===== src/rtl/blit_pkg.sv =====
// Package: shared control-word bit positions and the request operation type.
// Assumes 32-bit command words.
package blit_pkg;
    typedef enum logic {OP_COPY = 1'b0, OP_FILL = 1'b1} blit_op_e;

    localparam int CB_LTR    = 0;
    localparam int CB_TTB    = 1;
    localparam int CB_LAST   = 5;
    localparam int CB_ROT_EN = 7;
    localparam int ROT_LSB   = 8;
    localparam int ROT_W     = 3;

    typedef enum logic [1:0] {ST_IDLE = 2'd0, ST_ROT = 2'd1, ST_HOLD = 2'd2} blit_state_e;
endpackage


===== src/rtl/blit_plan.sv =====
// Module: combinational planner. It scales horizontal values for 24-bit mode,
// picks the scan direction per axis, and moves the start corners to the far edge
// when an axis scans backwards. It also produces the dividend for the rotation
// remainder. Assumes unsigned coordinates; all sums wrap at COORD_W bits.
module blit_plan
    import blit_pkg::*;
#(
    parameter int COORD_W = 16,
    localparam int RW = COORD_W - 1
) (
    input  blit_op_e           op,
    input  logic               px24,
    input  logic [COORD_W-1:0] sx,
    input  logic [COORD_W-1:0] sy,
    input  logic [COORD_W-1:0] dx,
    input  logic [COORD_W-1:0] dy,
    input  logic [COORD_W-1:0] w,
    input  logic [COORD_W-1:0] h,
    output logic [COORD_W-1:0] o_sx,
    output logic [COORD_W-1:0] o_sy,
    output logic [COORD_W-1:0] o_dx,
    output logic [COORD_W-1:0] o_dy,
    output logic [COORD_W-1:0] o_w,
    output logic               ltr,
    output logic               ttb,
    output logic [RW-1:0]      rot_arg
);
    logic [COORD_W-1:0] sx_s, dx_s, w_s;
    logic [COORD_W-1:0] h_m1, w_m1;
    logic [COORD_W:0]   dx_bias;

    // Tripling of horizontal quantities in 24-bit mode.
    always_comb begin
        sx_s = px24 ? COORD_W'(sx + (sx << 1)) : sx;
        dx_s = px24 ? COORD_W'(dx + (dx << 1)) : dx;
        w_s  = px24 ? COORD_W'(w + (w << 1))   : w;
        h_m1 = h - 1'b1;
        w_m1 = w_s - 1'b1;
    end

    // Direction choice and start-corner adjustment.
    always_comb begin
        o_w = w_s;
        if (op == OP_FILL) begin
            ltr  = 1'b1;
            ttb  = 1'b1;
            o_sx = '0;
            o_sy = '0;
            o_dx = dx_s;
            o_dy = dy;
        end else begin
            ttb = !(sy < dy);
            ltr = !(sx_s < dx_s);
            o_sy = ttb ? sy : COORD_W'(sy + h_m1);
            o_dy = ttb ? dy : COORD_W'(dy + h_m1);
            o_sx = ltr ? sx_s : COORD_W'(sx_s + w_m1);
            o_dx = ltr ? dx_s : COORD_W'(dx_s + w_m1);
        end
    end

    // Rotation dividend: forward scans use dx/4, backward scans use (dx+2)/4.
    always_comb begin
        dx_bias = {1'b0, o_dx} + (ltr ? '0 : (COORD_W+1)'(2));
        rot_arg = dx_bias[COORD_W:2];
    end
endmodule


===== src/rtl/blit_mod6.sv =====
// Module: serial remainder-by-6 unit. It shifts in one dividend bit per cycle,
// most significant bit first, so a result takes AW cycles. A start pulse
// reloads the unit. busy is high until the remainder is final.
module blit_mod6 #(
    parameter int AW = 15,
    localparam int CW = $clog2(AW + 1)
) (
    input  logic          clk,
    input  logic          rst_n,
    input  logic          start,
    input  logic [AW-1:0] arg,
    output logic          busy,
    output logic [2:0]    rem
);
    logic [AW-1:0] shreg;
    logic [CW-1:0] left;
    logic [3:0]    trial;

    // Next partial remainder, with the next dividend bit appended.
    always_comb begin
        trial = {rem, shreg[AW-1]};
    end

    // Shift-and-subtract step, one dividend bit per clock.
    always_ff @(posedge clk) begin
        if (!rst_n) begin
            shreg <= '0;
            left  <= '0;
            rem   <= '0;
        end else if (start) begin
            shreg <= arg;
            left  <= CW'(AW);
            rem   <= '0;
        end else if (left != '0) begin
            shreg <= shreg << 1;
            left  <= left - 1'b1;
            rem   <= (trial >= 4'd6) ? 3'(trial - 4'd6) : trial[2:0];
        end
    end

    assign busy = (left != '0);
endmodule


===== src/rtl/blit_pack.sv =====
// Module: combinational packer. It builds the five command words from the
// registered plan and the rotation remainder. Assumes 2*COORD_W-bit words and
// an 8-bit colour.
module blit_pack
    import blit_pkg::*;
#(
    parameter int COORD_W = 16,
    parameter int COLOR_W = 8,
    localparam int WORD_W = 2 * COORD_W
) (
    input  blit_op_e           op,
    input  logic               px24,
    input  logic [COORD_W-1:0] sx,
    input  logic [COORD_W-1:0] sy,
    input  logic [COORD_W-1:0] dx,
    input  logic [COORD_W-1:0] dy,
    input  logic [COORD_W-1:0] w,
    input  logic [COORD_W-1:0] h,
    input  logic               ltr,
    input  logic               ttb,
    input  logic [2:0]         rot,
    input  logic [COLOR_W-1:0] colour,
    output logic [WORD_W-1:0]  src_pos,
    output logic [WORD_W-1:0]  dst_pos,
    output logic [WORD_W-1:0]  size,
    output logic [WORD_W-1:0]  ctrl,
    output logic [WORD_W-1:0]  colour_w
);
    // Position and size words: horizontal value in the upper half.
    always_comb begin
        src_pos = {sx, sy};
        dst_pos = {dx, dy};
        size    = {w, h};
    end

    // Control word: direction, last pixel, and rotation in 24-bit mode.
    always_comb begin
        ctrl = '0;
        ctrl[CB_LTR]  = ltr;
        ctrl[CB_TTB]  = ttb;
        ctrl[CB_LAST] = 1'b1;
        if (px24) begin
            ctrl[CB_ROT_EN] = 1'b1;
            ctrl[ROT_LSB +: ROT_W] = rot;
        end
    end

    // Colour word: three copies of the fill colour, zero for copies.
    always_comb begin
        colour_w = '0;
        if (op == OP_FILL) begin
            for (int i = 0; i < 3; i++) begin
                colour_w[i*COLOR_W +: COLOR_W] = colour;
            end
        end
    end
endmodule


===== src/rtl/blit_setup_resolver.sv =====
// Module: top of the rectangle blit setup resolver. It accepts one request at a
// time, discards empty rectangles, registers the planned geometry, waits for the
// rotation remainder in 24-bit mode, and then holds the command words until
// they are taken. Assumes req_valid is raised only while req_ready is high.
module blit_setup_resolver
    import blit_pkg::*;
#(
    parameter int COORD_W = 16,
    parameter int COLOR_W = 8,
    localparam int WORD_W = 2 * COORD_W,
    localparam int RW = COORD_W - 1
) (
    input  logic               clk,
    input  logic               rst_n,
    input  logic               req_valid,
    output logic               req_ready,
    input  logic               req_fill,
    input  logic               req_px24,
    input  logic [COORD_W-1:0] req_src_x,
    input  logic [COORD_W-1:0] req_src_y,
    input  logic [COORD_W-1:0] req_dst_x,
    input  logic [COORD_W-1:0] req_dst_y,
    input  logic [COORD_W-1:0] req_width,
    input  logic [COORD_W-1:0] req_height,
    input  logic [COLOR_W-1:0] req_colour,
    output logic               cmd_valid,
    input  logic               cmd_ready,
    output logic [WORD_W-1:0]  cmd_src_pos,
    output logic [WORD_W-1:0]  cmd_dst_pos,
    output logic [WORD_W-1:0]  cmd_size,
    output logic [WORD_W-1:0]  cmd_ctrl,
    output logic [WORD_W-1:0]  cmd_colour
);
    blit_state_e        state;
    blit_op_e           req_op, r_op;
    logic               accept, empty_rect, rot_start, rot_busy;
    logic [COORD_W-1:0] p_sx, p_sy, p_dx, p_dy, p_w;
    logic               p_ltr, p_ttb;
    logic [RW-1:0]      p_rot_arg;
    logic [COORD_W-1:0] r_sx, r_sy, r_dx, r_dy, r_w, r_h;
    logic               r_ltr, r_ttb, r_px24;
    logic [COLOR_W-1:0] r_colour;
    logic [2:0]         rot_rem;

    // Handshake decode for the request side.
    always_comb begin
        req_op     = req_fill ? OP_FILL : OP_COPY;
        req_ready  = (state == ST_IDLE);
        accept     = req_valid && req_ready;
        empty_rect = (req_width == '0) || (req_height == '0);
        rot_start  = accept && !empty_rect && req_px24;
        cmd_valid  = (state == ST_HOLD);
    end

    blit_plan #(.COORD_W(COORD_W)) u_plan (
        .op(req_op), .px24(req_px24),
        .sx(req_src_x), .sy(req_src_y), .dx(req_dst_x), .dy(req_dst_y),
        .w(req_width), .h(req_height),
        .o_sx(p_sx), .o_sy(p_sy), .o_dx(p_dx), .o_dy(p_dy), .o_w(p_w),
        .ltr(p_ltr), .ttb(p_ttb), .rot_arg(p_rot_arg)
    );

    blit_mod6 #(.AW(RW)) u_mod6 (
        .clk(clk), .rst_n(rst_n), .start(rot_start), .arg(p_rot_arg),
        .busy(rot_busy), .rem(rot_rem)
    );

    // Sequencing: idle, rotation wait, then hold until the command is taken.
    always_ff @(posedge clk) begin
        if (!rst_n) begin
            state <= ST_IDLE;
        end else begin
            unique case (state)
                ST_IDLE: if (accept && !empty_rect) state <= req_px24 ? ST_ROT : ST_HOLD;
                ST_ROT:  if (!rot_busy) state <= ST_HOLD;
                ST_HOLD: if (cmd_ready) state <= ST_IDLE;
                default: state <= ST_IDLE;
            endcase
        end
    end

    // Capture of the planned geometry at acceptance.
    always_ff @(posedge clk) begin
        if (!rst_n) begin
            r_op <= OP_COPY;
            {r_sx, r_sy, r_dx, r_dy, r_w, r_h} <= '0;
            {r_ltr, r_ttb, r_px24} <= '0;
            r_colour <= '0;
        end else if (accept && !empty_rect) begin
            r_op     <= req_op;
            r_sx     <= p_sx;
            r_sy     <= p_sy;
            r_dx     <= p_dx;
            r_dy     <= p_dy;
            r_w      <= p_w;
            r_h      <= req_height;
            r_ltr    <= p_ltr;
            r_ttb    <= p_ttb;
            r_px24   <= req_px24;
            r_colour <= req_colour;
        end
    end

    blit_pack #(.COORD_W(COORD_W), .COLOR_W(COLOR_W)) u_pack (
        .op(r_op), .px24(r_px24),
        .sx(r_sx), .sy(r_sy), .dx(r_dx), .dy(r_dy), .w(r_w), .h(r_h),
        .ltr(r_ltr), .ttb(r_ttb), .rot(rot_rem), .colour(r_colour),
        .src_pos(cmd_src_pos), .dst_pos(cmd_dst_pos), .size(cmd_size),
        .ctrl(cmd_ctrl), .colour_w(cmd_colour)
    );
endmodule


===== config.mk =====
export PLATFORM = sky130hd
export DESIGN_NAME = blit_setup_resolver
export DESIGN_NICKNAME = d
export VERILOG_FILES = /design/src/rtl/blit_pkg.sv /design/src/rtl/blit_plan.sv /design/src/rtl/blit_mod6.sv /design/src/rtl/blit_pack.sv /design/src/rtl/blit_setup_resolver.sv
export SDC_FILE = /design/constraint.sdc
export NUM_CORES = 1
export LEC_CHECK = 0
export BUFFER_PORTS_ARGS = -buffer_cell sky130_fd_sc_hd__buf_2
export CAP_MARGIN = 20
export CELL_PAD_IN_SITES_DETAIL_PLACEMENT = 1
export CELL_PAD_IN_SITES_GLOBAL_PLACEMENT = 1
export CORE_MARGIN = 5
export CORE_UTILIZATION = 42
export DETAILED_ROUTE_END_ITERATION = 10
export PLACE_DENSITY = 0.84
export SLEW_MARGIN = 0
export SYNTH_ARGS = -nofsm -noshare
export SYNTH_HDL_FRONTEND = slang
export SYNTH_HIERARCHICAL = 1
export SYNTH_SLANG_ARGS = --single-unit

===== constraint.sdc =====
create_clock -name clk -period 8.3 [get_ports clk]
set_input_delay 1.66 -clock clk [delete_from_list [all_inputs] [get_ports clk]]
set_output_delay 1.66 -clock clk [all_outputs]
set_load 0.005 [all_outputs]

==> summary.md <==
| Metric | Value |
|---|---|
| Chip height | `193 microns` |
| Vias per cell | `5.50` |
| Syn Area/Cell | `7.60 sq um` |
| Core Rows | `67` |
| Inserted Clock Buffers | `17` |
| Synthesized flop and latch total | `132` |
| Post-synthesis adder-cell area fraction | `0.132` |
| Pwr dens | `205 nW/um^2` |
| Tcrit/Tclk final | `0.859` |
| Crit path time final | `7.13 ns` |
| Buffers on Ports | `237` |
| Clock tree from TritonCTS | `yes` |
| Number of remaining DRC errors | `0` |
| Initial DRC Count | `655` |
| Core area | `33,400 sq um` |
| Asr flop ratio synth | `0` |
| Final instance area | `15,300 sq um` |
| Synth area leader | `dfxtp_1` |
| Total chip power | `3.13 mW` |
| Maximum fanout along the worst path | `10` |
| First-pass GRT wire length | `70,500 microns` |
| HPWL after DPL | `36,600 microns` |
| CP Capture Type | `flip-flop` |
| Syn Std Cell Area | `14,100 sq um` |
| Worst-Skew Late Latency | `0.42 ns` |
| Chip Width | `193 microns` |
| Vias in the first global route | `13,416` |
| Die ar. | `37,300 sq um` |
| Critical Path RT | `8.63 ns` |
| RSZ-0062 raised after global routing | `false` |
| Routed WL | `45,600 microns` |
| YS warnings | `6` |
| Final core occ | `0.457` |
| Starting density of the core | `0.422` |
| Hold_buf cts | `0` |
| F_max | `140 MHz` |
| Leak | `7.21 nW` |
| # Post-CTS Setup Buffers | `0` |
| Register area share after synthesis | `0.188` |
| Post-DP Area | `14,600 sq um` |
| Fill count | `4,211` |
| CTS H-tree depth | `4` |
| Ports | `272` |
| Inst Count DP | `2,360` |
| Setup_tns | `0 ns` |
| Cell count after synthesis | `1,853` |
| Max-cap viol count | `0` |
| Largest net degree at the start of global routing | `135` |
| Max Transition Viols Final | `0` |
| Initial antenna violation count | `1` |
| Compound-Gate Fraction of Synth Area | `0.168` |
| Worst reg-to-reg path cell count | `5` |
| Fin. Hold Viols | `0` |
| Nets | `2,186` |
| Antenna viol nets, final | `0` |
| Synth area leaders | `dfxtp_1, ha_1, mux2i_1, nand2_1, buf_4` |
| Final clock skew | `0.00801 ns` |
| Worst setup SP type | `primary input` |
| Setup violations, final | `0` |
| Layout Area Growth over Synthesis | `8.27%` |
| Worst-path clk slew | `0.06 ns` |
| Mux share of post-synthesis cell area | `0.108` |
| Hold Crit Class | `reg -> reg` |
| Peak VDD IR | `102 uV` |
| Routed vias | `13,173` |
| Post-route insts no fill | `2,395` |
| Pin slew with the least headroom to its limit | `1.06 ns` |
| Status | `finished, final reports clean` |
| Post-synth EDFFs | `0` |
| CTS resizes | `0` |
| Worst Hold Depth | `2` |
| Rel. slew slack | `0.288` |
| Synth unique cells | `82` |
| Synth Area in XOR/XNOR | `0.0713` |
| Post-synth top flop | `dfxtp_1` |
| Num Clock Sinks | `132` |
| Routed length per instance | `19.0 microns` |
| Synth top area share | `0.188` |
| CTS max path bufs | `2` |
| Placer Congestion | `0.937` |
| Overflow after GRT | `0` |
| Router iterations before antenna repair | `5` |
| Crit Path Category | `in -> reg` |
| Arrival time at the worst endpoint | `7.47 ns` |
| Largest family of logic cells by synthesized area | `simple AND/OR/NAND/NOR gates` |
| Total Routing Usage GR | `0.235` |
| Share of post-route cells with drive strength above 1 | `0.166` |
| Post-Synth Simple-Gate Area | `0.207` |
| Clock Tree Root | `clkbuf_16` |
-- flip-flops by register name, indices dropped and copies added (netlist names) --
register / flops
r_dx: 16
r_dy: 16
r_h: 16
r_sx: 16
r_sy: 16
r_w: 16
u_mod6/shreg: 15
r_colour: 8
u_mod6/left: 4
u_mod6/rem: 3
state: 2
r_ltr: 1
r_op: 1
r_px24: 1
r_ttb: 1
-- metal layers --
layer,wire length [microns],vias up,share of wire,GRT usage
met5,13,-,0.00029,0
met4,1120,2,0.025,0.0689
met3,1910,58,0.042,0.0288
met2,23100,271,0.51,0.435
met1,19500,6406,0.43,0.285
li1,-,6436,-,-
-- worst max-delay path, cell delays in order --
cell      delay, ns
buf_2          0.12
ha_1           0.23
fa_1           0.40
a21o_1         0.20
a21oi_1        0.26
o211ai_1       0.21
a211oi_1       0.34
nor2_1         0.11
xor2_1         0.15
mux2_2         0.31
ha_1           0.34
a211oi_1       0.26
o21ai_0        0.14
a211o_1        0.25
a21oi_2        0.44
inv_1          0.28
nor4_1         0.49
nor2b_1        0.28
nor2b_1        0.26
nand2_1        0.14
nor4b_2        0.26
o21ai_0        0.11
a211oi_1       0.21
-- path summary, 6_finish.rpt --
check | slack (ns) | endpoint | start
worst max-delay path | 1.17 | u_mod6/shreg[14] | req_src_x[0]
worst min-delay path | 0.46 | r_sy[9] | r_sy[9]
worst max register to register | 5.26 | r_dx[7] | state[1]
worst min register to register | 0.46 | r_sy[9] | r_sy[9]
-- final cells by class --
class | count | area, sq um | share of cell area
inverter | 85 | 319 | 0.0209
multi-input combinational | 1448 | 9810 | 0.643
sequential | 132 | 2640 | 0.173
timing repair buffer | 248 | 1280 | 0.0841
clock buffer | 18 | 439 | 0.0288
antenna | 2 | 5.00 | 0.000328
clock inverter | 14 | 200 | 0.0131
tap | 448 | 561 | 0.0367
-- where the power goes --
part           switching, mW  leakage [nW]  internal (mW)  total [mW]
logic                  0.908          5.82          0.596        1.50
clock network          0.316         0.309          0.515       0.832
registers             0.0624          1.08          0.736       0.798
-- through the flow --
step / hold slack, ns / setup WS [ns]
finish: 0.456 / 1.17
global route: 0.474 / 0.734
CTS: 0.459 / 1.23
detailed placement: 0.443 / 0.780
global placement: 0.439 / 1.03
floorplan: 0.430 / 1.12
-- cell families after synthesis --
kind of cell / count (synthesis)
and+or+nand+nor: 645
AOI/OAI and AO/OA: 362
buffers and inverters: 305
muxes: 150
adders and majority gates: 144
DFF: 132
xor gates and xnor gates: 113
other: 2
-- placed cells by master (no fill, tap or decap), drive strengths merged, types with 18 or more instances in the layout --
cell,Yosys,layout
conb,2,34
nand3,29,29
nand2,336,336
nor4,21,21
a21o,36,36
ha,137,137
dfxtp,132,132
a21oi,93,93
a211oi,19,19
nor3,48,48
a31oi,27,27
mux2i,132,132
xnor2,59,59
o21ai,79,79
clkbuf,45,18
inv,85,88
nor2b,18,18
xor2,53,53
nor2,109,109
buf,175,248
mux2,18,18
-- Yosys cell counts (all sizes together), types with 12 or more instances --
master,count
dfxtp,132
clkbuf,45
nor3,48
inv,85
buf,175
a21oi,93
mux2,18
o21a,12
xnor2,59
a211oi,19
and2,17
nand3,29
nand2,336
nor2b,18
nor2,109
xor2,53
ha,137
a31oi,27
nand2b,12
o21ai,79
nor4,21
o21bai,13
a21o,36
mux2i,132
Power figures use the tool's default switching activity.
